### src/rtl/dbg_arb_pkg.sv
package dbg_arb_pkg;
    typedef enum logic [1:0] {
        ST_RUN    = 2'd0,
        ST_ARMED  = 2'd1,
        ST_HALTED = 2'd2
    } arb_state_e;

    localparam int FLAGS_W = 4;
    localparam int FLG_E   = 3;
    localparam int FLG_I   = 2;
    localparam int FLG_C   = 1;
    localparam int FLG_Z   = 0;
endpackage

### src/rtl/dbg_brk_trigger.sv
module dbg_brk_trigger (
    input  logic clk,
    input  logic rst_n,
    input  logic running,
    input  logic brk_req,
    input  logic flag_brk_en,
    input  logic flag_i,
    output logic trig
);
    typedef struct packed {
        logic prev_i;
    } trig_reg_t;

    trig_reg_t r_d, r_q;
    logic      i_rise;

    always_comb begin
        r_d        = r_q;
        r_d.prev_i = flag_i;
        i_rise     = flag_i && !r_q.prev_i;
        trig       = running && (brk_req || (flag_brk_en && i_rise));
    end

    always_ff @(posedge clk or negedge rst_n) begin
        if (!rst_n) r_q <= '0;
        else        r_q <= r_d;
    end
endmodule

### src/rtl/dbg_entry_tracker.sv
module dbg_entry_tracker (
    input  logic clk,
    input  logic rst_n,
    input  logic insn_boundary,
    input  logic irq_pending,
    input  logic stack_done,
    output logic entry_hold
);
    typedef struct packed {
        logic active;
    } entry_reg_t;

    entry_reg_t r_d, r_q;

    always_comb begin
        r_d = r_q;
        if (stack_done)
            r_d.active = 1'b0;
        else if (insn_boundary && irq_pending)
            r_d.active = 1'b1;
        entry_hold = irq_pending || r_q.active;
    end

    always_ff @(posedge clk or negedge rst_n) begin
        if (!rst_n) r_q <= '0;
        else        r_q <= r_d;
    end
endmodule

### src/rtl/dbg_halt_ctrl.sv
module dbg_halt_ctrl
    import dbg_arb_pkg::*;
#(
    parameter int PC_W = 16
) (
    input  logic               clk,
    input  logic               rst_n,
    input  logic               trig,
    input  logic               entry_hold,
    input  logic               stack_done,
    input  logic               insn_boundary,
    input  logic [PC_W-1:0]    next_pc,
    input  logic [PC_W-1:0]    vector_pc,
    input  logic [FLAGS_W-1:0] cpu_flags,
    input  logic               resume,
    output logic               running,
    output logic               halt,
    output logic [PC_W-1:0]    cap_pc,
    output logic [FLAGS_W-1:0] cap_flags,
    output logic               resume_go
);
    typedef struct packed {
        arb_state_e         state;
        logic [PC_W-1:0]    pc;
        logic [FLAGS_W-1:0] flags;
        logic               go;
    } ctrl_reg_t;

    ctrl_reg_t r_d, r_q;
    logic      want;

    always_comb begin
        r_d    = r_q;
        r_d.go = 1'b0;
        want   = (r_q.state == ST_ARMED) || trig;
        case (r_q.state)
            ST_RUN, ST_ARMED: begin
                if (want) begin
                    if (stack_done) begin
                        r_d.state = ST_HALTED;
                        r_d.pc    = vector_pc;
                        r_d.flags = cpu_flags;
                    end else if (entry_hold) begin
                        r_d.state = ST_ARMED;
                    end else if (insn_boundary) begin
                        r_d.state = ST_HALTED;
                        r_d.pc    = next_pc;
                        r_d.flags = cpu_flags;
                    end else begin
                        r_d.state = ST_ARMED;
                    end
                end
            end
            ST_HALTED: begin
                if (resume) begin
                    r_d.state = ST_RUN;
                    r_d.go    = 1'b1;
                end
            end
            default: r_d.state = ST_RUN;
        endcase
    end

    always_ff @(posedge clk or negedge rst_n) begin
        if (!rst_n) r_q <= '{state: ST_RUN, pc: '0, flags: '0, go: 1'b0};
        else        r_q <= r_d;
    end

    assign running   = (r_q.state != ST_HALTED);
    assign halt      = (r_q.state == ST_HALTED);
    assign cap_pc    = r_q.pc;
    assign cap_flags = r_q.flags;
    assign resume_go = r_q.go;
endmodule

### src/rtl/dbg_halt_arbiter.sv
module dbg_halt_arbiter
    import dbg_arb_pkg::*;
#(
    parameter int PC_W = 16
) (
    input  logic               clk,
    input  logic               rst_n,
    input  logic               insn_boundary,
    input  logic [PC_W-1:0]    next_pc,
    input  logic               irq_pending,
    input  logic               stack_done,
    input  logic [PC_W-1:0]    vector_pc,
    input  logic [FLAGS_W-1:0] cpu_flags,
    input  logic               brk_req,
    input  logic               flag_brk_en,
    input  logic               resume,
    output logic               halt,
    output logic [PC_W-1:0]    cap_pc,
    output logic [FLAGS_W-1:0] cap_flags,
    output logic               resume_go
);
    logic running;
    logic trig;
    logic entry_hold;

    dbg_brk_trigger trig_i (
        .clk         (clk),
        .rst_n       (rst_n),
        .running     (running),
        .brk_req     (brk_req),
        .flag_brk_en (flag_brk_en),
        .flag_i      (cpu_flags[FLG_I]),
        .trig        (trig)
    );

    dbg_entry_tracker entry_i (
        .clk           (clk),
        .rst_n         (rst_n),
        .insn_boundary (insn_boundary),
        .irq_pending   (irq_pending),
        .stack_done    (stack_done),
        .entry_hold    (entry_hold)
    );

    dbg_halt_ctrl #(.PC_W(PC_W)) ctrl_i (
        .clk           (clk),
        .rst_n         (rst_n),
        .trig          (trig),
        .entry_hold    (entry_hold),
        .stack_done    (stack_done),
        .insn_boundary (insn_boundary),
        .next_pc       (next_pc),
        .vector_pc     (vector_pc),
        .cpu_flags     (cpu_flags),
        .resume        (resume),
        .running       (running),
        .halt          (halt),
        .cap_pc        (cap_pc),
        .cap_flags     (cap_flags),
        .resume_go     (resume_go)
    );
endmodule

### config.mk
export PLATFORM = sky130hd
export DESIGN_NAME = dbg_halt_arbiter
export DESIGN_NICKNAME = d
export VERILOG_FILES = /design/src/rtl/dbg_arb_pkg.sv /design/src/rtl/dbg_brk_trigger.sv /design/src/rtl/dbg_entry_tracker.sv /design/src/rtl/dbg_halt_ctrl.sv /design/src/rtl/dbg_halt_arbiter.sv
export SDC_FILE = /design/constraint.sdc
export NUM_CORES = 1
export LEC_CHECK = 0
export ABC_AREA = 1
export BUFFER_PORTS_ARGS = -buffer_cell sky130_fd_sc_hd__clkbuf_2
export CAP_MARGIN = 20
export CORE_MARGIN = 2
export CORE_UTILIZATION = 40
export DETAILED_ROUTE_END_ITERATION = 8
export HOLD_SLACK_MARGIN = 0.1
export PLACE_DENSITY = 0.7
export SYNTH_ARGS = -nofsm -noshare
export SYNTH_HDL_FRONTEND = slang
export SYNTH_SLANG_ARGS = --single-unit
### constraint.sdc
create_clock -name clk -period 1.9 [get_ports clk]
set_clock_uncertainty 0.15 [all_clocks]
set_input_delay 0.095 -clock clk [delete_from_list [all_inputs] [get_ports clk]]
set_output_delay 0.095 -clock clk [all_outputs]
set_load 0.01 [all_outputs]
==> impl_summary.txt <==
----------------------------------------------------
[Pwr]
  Maximum ir drop on the vdd rail ... 0.000294 V
  Pleak ... 1.17 nW
  Power, Total ... 1.66 mW
  Total power divided by cell area ... ~800 nW/µm²

[Min path]
  Kind of path behind the tightest hold check ... in -> reg

[Setup path]
  WP data arrival ... around 1.9 ns
  Crit path max fanout ... 17
  Crit end category ... flip-flop
  Crit path kind ... in -> reg
  Required time at the worst-slack endpoint ... around 2.0 ns
  CP peak stage delay ... 0.55 ns
  Critical path launch point type ... input port
  Standard cell with the maximum stage delay on the critical path ... sky130_fd_sc_hd__dlygate4sd3_1
  Most used cell along the critical path ... sky130_fd_sc_hd__nand2_1
  Critical path, cell by cell ... dlygate4sd3_1, clkbuf_2, buf_4, nand2_1, nand2_1, dlygate4sd3_1, nand4_1, nand2_1

[GRT]
  GRT Resource Usage Total ... approximately a fifth
  Wire length of the first global-routing pass ... about 6400 µm
  Antenna violations before repair ... 0
  Pin count of the biggest net entering global routing ... 26
  Sum of overflow across all layers after global routing ... 0
  Vias in the first global route ... approximately 1.5k

[Yosys]
  Avg Synthesized Cell Area ... approximately 7.6 µm²
  Cells after synthesis ... 185
  Area share of the largest cell type after synthesis ... approximately 44%
  Post-Synthesis Net Count ... between 200 and 250
  FF+latch count, synth ... 25
  Cell taking the most area after synthesis ... sky130_fd_sc_hd__dfrtp_1
  Sequential area share after synthesis ... approximately 44%
  Count of warnings emitted by yosys ... 0
  Post-Syn Area ... 1410 µm²
  Number of distinct standard cells referenced by the synthesized netlist ... 16
  Dominant cells by area after synthesis ... sky130_fd_sc_hd__dfrtp_1, sky130_fd_sc_hd__nand2_1, sky130_fd_sc_hd__buf_4

[Cells and area]
  Fill cell total of the finished layout ... between 300 and 400
  Sequential cell area ... 626 µm²
  Syn-to-layout area delta ... 45.2%
  Commonest non-fill, non-tap cell in the layout ... sky130_fd_sc_hd__nand2_1
  Fraction of layout cells with a size suffix above 1 ... between 20% and 30%
  Nets ... between 300 and 400
  Post-layout instance count excluding filler cells ... 316
  Multi-input logic area ... 531 µm²
  Total inserted antenna cells ... 0
  Most frequent cells in the layout ... sky130_fd_sc_hd__nand2_1, sky130_fd_sc_hd__clkbuf_2, sky130_fd_sc_hd__dlygate4sd3_1, sky130_fd_sc_hd__dfrtp_1, sky130_fd_sc_hd__nand4_1

[Timing]
  Final count of hold timing violations ... 0
  Final Max Slew Viols ... 0
  Fin crit period ... about 1.7 ns
  Setup TNS after final layout ... 0 ns
  Setup repair after global routing missed its margin ... false
  Max-slew headroom ... between 50% and 60%
  Setup-violating endpoint count in the final report ... 0
  Worst-Margin Slew ... slightly above 0.6 ns
  Highest achievable clock rate ... 575 MHz
  Part of the cycle the worst path needs ... 91.6%

[Routing]
  Number of detailed-route iterations in the first pass ... 4
  Total via count after detailed routing ... about 1.5k
  Routed length per instance ... 11.6 µm
  Post-detailed-routing wire length ... 3680 µm
  Detail-routed via count per cell ... 4.66
  Violation count after the first detailed-route iteration ... 60
  DRT antenna net count ... 0
  Number of design rule violations left after detail routing ... 0

[CTS]
  Maximum number of buffers from clock root to sink ... 2
  Clk_lat worst skew ... a little over 0.3 ns
  CTS root buf ... sky130_fd_sc_hd__clkbuf_4
  Total clock sinks ... 25
  CTS tree ... yes
  Number of buffers inserted to repair setup after CTS ... 0
  Number of buffers created by CTS ... 3
  Register clock-pin slew on the reported worst setup and hold paths ... ~0.13 ns
  H-tree depth ... 1

[Job]
  Number of violations of the max-capacitance limit ... 0

[Placement]
  Detailed placer's ending HPWL ... 2170 µm
  Cells after DPL ... between 200 and 300
  Final weighted congestion in routability-driven placement ... roughly 0.73
  I/O Buffers ... 65

[Die]
  Die H ... roughly 63 µm
  Number of standard-cell rows in the floorplan ... 21
  Initial Utilization ... a little over two fifths
  DIE WIDTH ... approximately 63 µm
  Top-level I/O count ... 66
  Placeable core area ... 3360 µm²
  Die area ... 4030 µm²

[Run status]
  Run status ... complete, no violations

----------------------------------------------------
flip-flops by register name, indices dropped and copies added (netlist names):
register          flops
ctrl_i.cap_pc        16
ctrl_i.cap_flags      4
ctrl_i.r_q            2
ctrl_i.resume_go      1
entry_i.r_q           1
trig_i.r_q            1
logic make-up (layout without fill, tap and decap cells):
kind of cell	Yosys count	count (layout)	share of synthesized area, %
AND/OR/NAND/NOR	121	121	36.8
flip-flops	25	25	44.2
buffers and inverters	37	122	18.2
AO/OA/AOI/OAI	2	2	0.707
critical path: cells and delay by family:
family | cells | cell delay [ns]
buffers and inverters | 4 | 1.41
and+or+nand+nor | 4 | 0.34
cell usage after synthesis:
master / instances
sky130_fd_sc_hd__buf_4: 22
sky130_fd_sc_hd__a21oi_1: 1
sky130_fd_sc_hd__buf_6: 4
sky130_fd_sc_hd__inv_1: 5
sky130_fd_sc_hd__nand2_4: 1
sky130_fd_sc_hd__o21ai_0: 1
sky130_fd_sc_hd__nand4_1: 20
sky130_fd_sc_hd__dfrtp_1: 25
sky130_fd_sc_hd__nand3_2: 1
sky130_fd_sc_hd__nand2_1: 92
sky130_fd_sc_hd__inv_4: 1
sky130_fd_sc_hd__nor3_1: 1
sky130_fd_sc_hd__nor2_1: 5
sky130_fd_sc_hd__buf_2: 3
sky130_fd_sc_hd__nand3_1: 1
sky130_fd_sc_hd__clkbuf_1: 2
per-layer routing:
layer | track usage [%] | part of all wire (%)
met5 | 0 | 0
met4 | 8.97 | 1.9
met1 | 22.8 | 40
met2 | 38.0 | 54
met3 | 1.79 | 4.0
report_power, final:
group | total (mW) | switching (mW) | internal, mW
combinational | 0.655 | 0.360 | 0.295
sequential | 0.772 | 0.0877 | 0.684
clock | 0.233 | 0.151 | 0.0819
worst paths after layout:
kind / from / end / slack, ns / cells past startpoint
hold reg to reg: ctrl_i.cap_pc[12] / ctrl_i.cap_pc[12] / 0.34 / 2
setup reg to reg: entry_i.r_q / ctrl_i.cap_pc[3] / 0.20 / 6
hold / removal: insn_boundary / ctrl_i.r_q[21] / 0.14 / 4
max in group asynchronous: rst_n / ctrl_i.cap_flags[0] / 1.01 / 2
min in group asynchronous: rst_n / ctrl_i.cap_pc[3] / 0.18 / 2
setup / recovery: stack_done / ctrl_i.cap_pc[7] / 0.16 / 8
repair_timing:
action                                  in CTS  in global routing
gates resized for setup                      0                  0
hold buffers                                44                  0
endpoints found under the setup margin       0                  0
endpoints found under the hold margin       50                  0
stage by stage:
step	hold slack, ns	setup WS (ns)	util, %	cell area [µm²]
floorplan	-0.351	0.720	-	1410
global placement	-0.0129	0.291	47.2	1590
detailed placement	-0.0109	0.260	47.2	1590
CTS	0.113	0.195	61.0	2050
global route	0.164	0.0397	61.0	2050
finish	0.139	0.160	61.0	2050
layout make-up:
| cell class | instances | area share, % |
|---|---|---|
| timing repair buffer | 112 | 38.4 |
| sequential | 25 | 30.5 |
| multi-input combinational | 123 | 25.8 |
| tap | 46 | 2.80 |
| clock buffer | 4 | 1.28 |
| inverter | 6 | 1.22 |
Power figures use the tool's default switching activity.
